[src/rtl/ctlword_pkg.sv]
package ctlword_pkg;
  localparam int WORD_W = 16;
  localparam int POS_W  = 7;
  localparam int SEL_W  = $clog2(WORD_W);

  typedef enum logic [1:0] {
    ADDR_WORD1 = 2'd0,
    ADDR_WORD2 = 2'd1,
    ADDR_CFG   = 2'd2,
    ADDR_NONE  = 2'd3
  } reg_addr_e;

  typedef struct packed {
    logic             en;
    logic [POS_W-1:0] pos;
  } lane_cfg_t;

  typedef struct packed {
    logic [WORD_W-1:0] word;
    lane_cfg_t         cfg;
  } lane_t;
endpackage

[src/rtl/ctlword_regs.sv]
module ctlword_regs
  import ctlword_pkg::*;
#(
  parameter int LANES = 2
) (
  input  logic                      clk,
  input  logic                      rst,
  input  logic                      frame_start,
  input  logic                      wr_en,
  input  logic [1:0]                wr_addr,
  input  logic [WORD_W-1:0]         wr_data,
  input  logic [1:0]                rd_addr,
  output logic [WORD_W-1:0]         rd_data,
  output logic                      busy,
  output lane_t [LANES-1:0]         act_nxt
);
  logic [LANES-1:0][WORD_W-1:0] stg_word;
  lane_cfg_t [LANES-1:0]        stg_cfg;
  lane_t [LANES-1:0]            act_q;
  logic                         wr_hit;

  assign wr_hit = wr_en && (wr_addr != ADDR_NONE);

  always_comb begin
    for (int i = 0; i < LANES; i++) begin
      if (frame_start) begin
        act_nxt[i] = '{word: stg_word[i], cfg: stg_cfg[i]};
      end else begin
        act_nxt[i] = act_q[i];
      end
    end
  end

  always_ff @(posedge clk) begin
    if (rst) begin
      stg_word <= '0;
      stg_cfg  <= '0;
      act_q    <= '0;
      busy     <= 1'b0;
      rd_data  <= '0;
    end else begin
      act_q <= act_nxt;
      if (wr_en) begin
        case (wr_addr)
          ADDR_WORD1: stg_word[0] <= wr_data;
          ADDR_WORD2: stg_word[1] <= wr_data;
          ADDR_CFG:   {stg_cfg[1], stg_cfg[0]} <= wr_data;
          default: ;
        endcase
      end
      if (wr_hit) begin
        busy <= 1'b1;
      end else if (frame_start) begin
        busy <= 1'b0;
      end
      case (rd_addr)
        ADDR_WORD1: rd_data <= stg_word[0];
        ADDR_WORD2: rd_data <= stg_word[1];
        ADDR_CFG:   rd_data <= {stg_cfg[1], stg_cfg[0]};
        default:    rd_data <= '0;
      endcase
    end
  end
endmodule

[src/rtl/ctlword_bitcnt.sv]
module ctlword_bitcnt #(
  parameter int FRAME_BITS = 64,
  parameter int CNT_W      = 8
) (
  input  logic             clk,
  input  logic             rst,
  input  logic             frame_start,
  output logic [CNT_W-1:0] idx_nxt
);
  localparam logic [CNT_W-1:0] IDLE = CNT_W'(FRAME_BITS);

  logic [CNT_W-1:0] idx_q;

  always_comb begin
    if (frame_start) begin
      idx_nxt = '0;
    end else if (idx_q == IDLE) begin
      idx_nxt = idx_q;
    end else begin
      idx_nxt = idx_q + 1'b1;
    end
  end

  always_ff @(posedge clk) begin
    if (rst) begin
      idx_q <= IDLE;
    end else begin
      idx_q <= idx_nxt;
    end
  end
endmodule

[src/rtl/ctlword_lane.sv]
module ctlword_lane
  import ctlword_pkg::*;
#(
  parameter int FRAME_BITS = 64,
  parameter int CNT_W      = 8
) (
  input  logic [CNT_W-1:0] idx,
  input  lane_t            lane,
  output logic             hit,
  output logic             bit_val
);
  logic [CNT_W-1:0] pos_ext;
  logic [CNT_W-1:0] ofs;
  logic [SEL_W-1:0] sel;
  logic             in_frame;
  logic             past_start;

  always_comb begin
    pos_ext    = CNT_W'(lane.cfg.pos);
    in_frame   = idx < CNT_W'(FRAME_BITS);
    past_start = idx >= pos_ext;
    ofs        = idx - pos_ext;
    sel        = SEL_W'(WORD_W - 1) - ofs[SEL_W-1:0];
    hit        = lane.cfg.en && in_frame && past_start && (ofs < CNT_W'(WORD_W));
    bit_val    = hit && lane.word[sel];
  end
endmodule

[src/rtl/ctlword_inserter.sv]
module ctlword_inserter
  import ctlword_pkg::*;
#(
  parameter int FRAME_BITS = 64
) (
  input  logic              clk,
  input  logic              rst,
  input  logic              tx_en,
  input  logic              frame_start,
  input  logic              wr_en,
  input  logic [1:0]        wr_addr,
  input  logic [WORD_W-1:0] wr_data,
  input  logic [1:0]        rd_addr,
  output logic [WORD_W-1:0] rd_data,
  output logic              busy,
  output logic              ins_valid,
  output logic              ins_bit
);
  localparam int LANES  = 2;
  localparam int FB_W   = $clog2(FRAME_BITS + 1);
  localparam int CNT_W  = ((FB_W > POS_W) ? FB_W : POS_W) + 1;

  lane_t [LANES-1:0] act_nxt;
  logic [CNT_W-1:0]  idx_nxt;
  logic [LANES-1:0]  hit;
  logic [LANES-1:0]  lane_bit;
  logic              valid_d;
  logic              bit_d;

  ctlword_regs #(.LANES(LANES)) u_regs (
    .clk         (clk),
    .rst         (rst),
    .frame_start (frame_start),
    .wr_en       (wr_en),
    .wr_addr     (wr_addr),
    .wr_data     (wr_data),
    .rd_addr     (rd_addr),
    .rd_data     (rd_data),
    .busy        (busy),
    .act_nxt     (act_nxt)
  );

  ctlword_bitcnt #(.FRAME_BITS(FRAME_BITS), .CNT_W(CNT_W)) u_cnt (
    .clk         (clk),
    .rst         (rst),
    .frame_start (frame_start),
    .idx_nxt     (idx_nxt)
  );

  for (genvar g = 0; g < LANES; g++) begin : g_lane
    ctlword_lane #(.FRAME_BITS(FRAME_BITS), .CNT_W(CNT_W)) u_lane (
      .idx     (idx_nxt),
      .lane    (act_nxt[g]),
      .hit     (hit[g]),
      .bit_val (lane_bit[g])
    );
  end

  always_comb begin
    valid_d = tx_en && (|hit);
    if (hit[0]) begin
      bit_d = lane_bit[0];
    end else begin
      bit_d = lane_bit[1];
    end
    bit_d = bit_d && valid_d;
  end

  always_ff @(posedge clk) begin
    if (rst) begin
      ins_valid <= 1'b0;
      ins_bit   <= 1'b0;
    end else begin
      ins_valid <= valid_d;
      ins_bit   <= bit_d;
    end
  end
endmodule

[config.mk]
export PLATFORM = sky130hd
export DESIGN_NAME = ctlword_inserter
export DESIGN_NICKNAME = d
export VERILOG_FILES = /design/src/rtl/ctlword_pkg.sv /design/src/rtl/ctlword_regs.sv /design/src/rtl/ctlword_bitcnt.sv /design/src/rtl/ctlword_lane.sv /design/src/rtl/ctlword_inserter.sv
export SDC_FILE = /design/constraint.sdc
export NUM_CORES = 1
export LEC_CHECK = 0
export ABC_AREA = 1
export CORE_MARGIN = 5
export CORE_UTILIZATION = 30
export CTS_CLUSTER_SIZE = 14
export DETAILED_ROUTE_END_ITERATION = 16
export PLACE_DENSITY_LB_ADDON = 0.1
export SYNTH_ARGS = -nofsm -noshare
export SYNTH_HDL_FRONTEND = slang
export SYNTH_SLANG_ARGS = --single-unit
[constraint.sdc]
create_clock -name clk -period 3.61 [get_ports clk]
set_clock_uncertainty 0.1 [all_clocks]
set_input_delay 1.083 -clock clk [delete_from_list [all_inputs] [get_ports clk]]
set_output_delay 1.083 -clock clk [all_outputs]
set_load 0.1 [all_outputs]
==> results by group <==
Floorplanning
  – Initial Util: 30.6%
  – Core box area: 18800 sq um
  – Die X: 148 um
  – Row count: 50
  – Die height: 148 um
  – Ports: 44
  – Die Footprint: 22000 sq um

Job
  – Max_cap viols: 0

Clocking
  – Clock Root Buffer: clkbuf_16
  – Total CTS buffers: 17
  – H-tree Lvls: 4
  – Clock sinks: 123
  – Max Root-Sink Buffers: 2
  – Clk pin slew, worst setup/hold paths: 0.06 ns
  – # Post-CTS Setup Buffers: 0
  – CTS tree: built
  – Clk_lat worst skew: 0.41 ns

Synthesis
  – Post-synthesis sequential area ratio: 42.9%
  – Cell count after synthesis: 832
  – Syn_area_per_cell: 6.90 sq um
  – Post-synth cell types: 30
  – Syn Nets: 877
  – Yosys Warn Count: 0
  – Area leader, netlist: dfxtp_1
  – Cell area after synthesis: 5740 sq um
  – Synth Flop Type: dfxtp_1
  – Cell with the most instances after synthesis: nand2_1
  – Synth cell count leaders: nand2_1 (216), dfxtp_1 (123), nor2_1 (109)
  – Top cells by area, synth: dfxtp_1 (43%), nand2_1 (14%), nor2_1 (7.1%)
  – #FFs+latches synth: 123
  – Post-synth ARST share: 0%
  – Count of flip-flops with a built-in enable after synthesis: 0
  – Synth top area share: 42.9%

Setup path
  – WS Path Type: flip-flop to flip-flop
  – Worst-path fanout max: 5
  – Worst EP required: 3.85 ns
  – Worst Path Arrival: 3.48 ns
  – Startpoint types: flip-flop
  – Worst Setup End Kind: flip-flop

STA
  – Highest Clock Rate: 0.309 GHz
  – Worst-Margin Slew: 0.977 ns
  – Unrepaired setup endpoints after global routing: false
  – Final TNS setup: 0 ns
  – Slew margin rel.: 34.7%
  – # setup viols final: 0
  – Slew Viols, Final: 0
  – Tcrit/Tclk final: 89.7%
  – Tmin final: 3.24 ns
  – Final-report hold violation count: 0

GRT
  – First-pass GRT wire length: 27900 um
  – GR Util All Layers: 16.4%
  – Grt total ovfl: 0
  – Vias in the first global route: 5044
  – Initial antenna violation count: 0
  – Largest net degree at the start of global routing: 66

Drt
  – DR DRC count: 0
  – DR iter-0 viols: 345
  – Vias/cell: 4.64
  – Final WL: 17400 um
  – TritonRoute pass-1 iters: 5
  – Post-route ant nets: 0
  – Drt wl/cell: 15.5 um
  – Vias: 5216

Placement
  – Port Buffers: 43
  – DP Area: 6370 sq um
  – DP HPWL: 13000 um
  – GPL Wtd Cong: 0.811

Power and ir drop
  – Power per standard cell area: 526 nW/um^2
  – Worst vdd ir: 0.000416 V
  – Leak Pwr: 3.25 nW

Final layout
  – Synth-to-Final Area Change: 21.3%
  – Layout cells sized above 1: 8.10%
  – Fillcell total: 2049
  – Design area: 6960 sq um
  – Final core occ: 37.1%
  – Final #Nets: 921
  – Antenna diode count: 0

Hold path
  – Worst min path class: flip-flop to flip-flop

Status
  – Status: complete, no violations
## area by class of cell
class	count	area [sq um]	share of cell area, %
inverter	102	383	5.50
clock buffer	21	460	6.62
timing repair buffer	59	505	7.26
multi-input combinational	573	2740	39.3
sequential	123	2460	35.4
tap	234	293	4.21
clock inverter	11	119	1.71
## metal layers
layer / track usage (%) / part of all wire (%) / vias to the layer above
li1: - / - / 2735
met1: 22.9 / 50 / 2377
met2: 25.4 / 44 / 91
met3: 4.14 / 4.2 / 13
met4: 4.02 / 1.3 / 0
met5: 0 / 0 / -
## logic make-up (layout without fill, tap and decap cells)
family          Yosys count  after routing  synth area share (%)
compound gates          137            137                  12.5
xor+xnor                  6              6                 0.916
fa+ha+maj                20             20                  4.62
buf+inv                 136            193                  9.47
flops                   123            123                  42.9
mux                       7              7                  1.22
simple gates            403            403                  28.4
## worst max-delay path: stages (launching register included)
cell     delay, ns
dfxtp_1       0.33
inv_1         0.10
ha_1          0.15
inv_1         0.05
nor4_2        0.38
nand2_1       0.11
nand3_1       0.23
ha_1          0.19
inv_1         0.05
fa_1          0.40
nand2_1       0.10
nand3_1       0.09
nand3_1       0.10
nand2_1       0.06
nand2_1       0.05
nand2_1       0.04
nor2_1        0.11
nand3_1       0.16
nor2_1        0.22
nor2_1        0.06
nor2_1        0.09
## flip-flops by register name, indices dropped and copies added, names as in the netlist
register         flops
u_cnt.idx_q          8
u_regs.busy          1
ins_valid            1
u_regs.rd_data      16
u_regs.stg_word     32
u_regs.stg_cfg      16
u_regs.act_q        48
ins_bit              1
## worst paths after layout
check | start | endpoint | slack, ns | depth (start not counted)
worst min register to register | u_regs.act_q[23]$_SDFF_PP0_ | u_regs.act_q[23]$_SDFF_PP0_ | 0.37 | 2
worst max register to register | u_cnt.idx_q[0]$_SDFF_PP0_ | ins_bit$_SDFF_PP0_ | 0.37 | 20
worst min-delay path | u_regs.act_q[23]$_SDFF_PP0_ | u_regs.act_q[23]$_SDFF_PP0_ | 0.37 | 2
worst max-delay path | u_cnt.idx_q[0]$_SDFF_PP0_ | ins_bit$_SDFF_PP0_ | 0.37 | 20
## report_power, final
| group | switching (mW) | internal (mW) |
|---|---|---|
| combinational | 0.364 | 0.180 |
| clock | 0.624 | 1.05 |
| sequential | 0.0266 | 1.41 |
| total | 1.01 | 2.64 |
## through the flow
stage	worst slack (ns)	std cells	power, mW	hold slack (ns)
floorplan	0.116	832	1.84	0.344
global placement	0.111	1091	2.02	0.357
detailed placement	0.0912	1091	2.01	0.363
CTS	0.261	1123	3.71	0.371
global route	0.0160	1123	3.85	0.388
finish	0.370	1123	3.66	0.369
## cell usage in the layout, fill, tap and decap left out
| master | Yosys | routed |
|---|---|---|
| clkinv_2 | 0 | 4 |
| or2_2 | 2 | 2 |
| inv_2 | 1 | 1 |
| inv_6 | 0 | 1 |
| clkbuf_1 | 21 | 2 |
| clkinvlp_4 | 0 | 4 |
| fa_1 | 2 | 2 |
| nor4_1 | 2 | 1 |
| buf_12 | 0 | 1 |
| nor2_2 | 1 | 1 |
| clkbuf_16 | 0 | 17 |
| nand3b_1 | 1 | 1 |
| o21ai_0 | 72 | 72 |
| nand3_1 | 56 | 56 |
| bufinv_16 | 0 | 2 |
| o21bai_1 | 2 | 2 |
| clkbuf_8 | 0 | 2 |
| nand4_1 | 5 | 5 |
| buf_2 | 8 | 2 |
| xnor2_1 | 2 | 2 |
| clkdlybuf4s50_1 | 0 | 22 |
| ha_1 | 18 | 18 |
| o22ai_1 | 3 | 3 |
| clkinv_1 | 1 | 1 |
| inv_1 | 100 | 100 |
| nand2_1 | 216 | 216 |
| nor4_2 | 0 | 1 |
| nor3_1 | 10 | 10 |
| buf_4 | 2 | 34 |
| xor2_1 | 4 | 4 |
| mux2i_1 | 7 | 7 |
| or2_1 | 1 | 1 |
| o21ai_1 | 3 | 3 |
| a21oi_1 | 51 | 51 |
| o221ai_1 | 6 | 6 |
| dfxtp_1 | 123 | 123 |
| nor2_1 | 109 | 109 |
## what timing repair did
| item | in CTS | in global routing |
|---|---|---|
| setup endpoints to repair | 0 | 2 |
| hold buffers | 0 | 0 |
| resized for setup | 0 | 1 |
(Power assumes the default switching activity.)
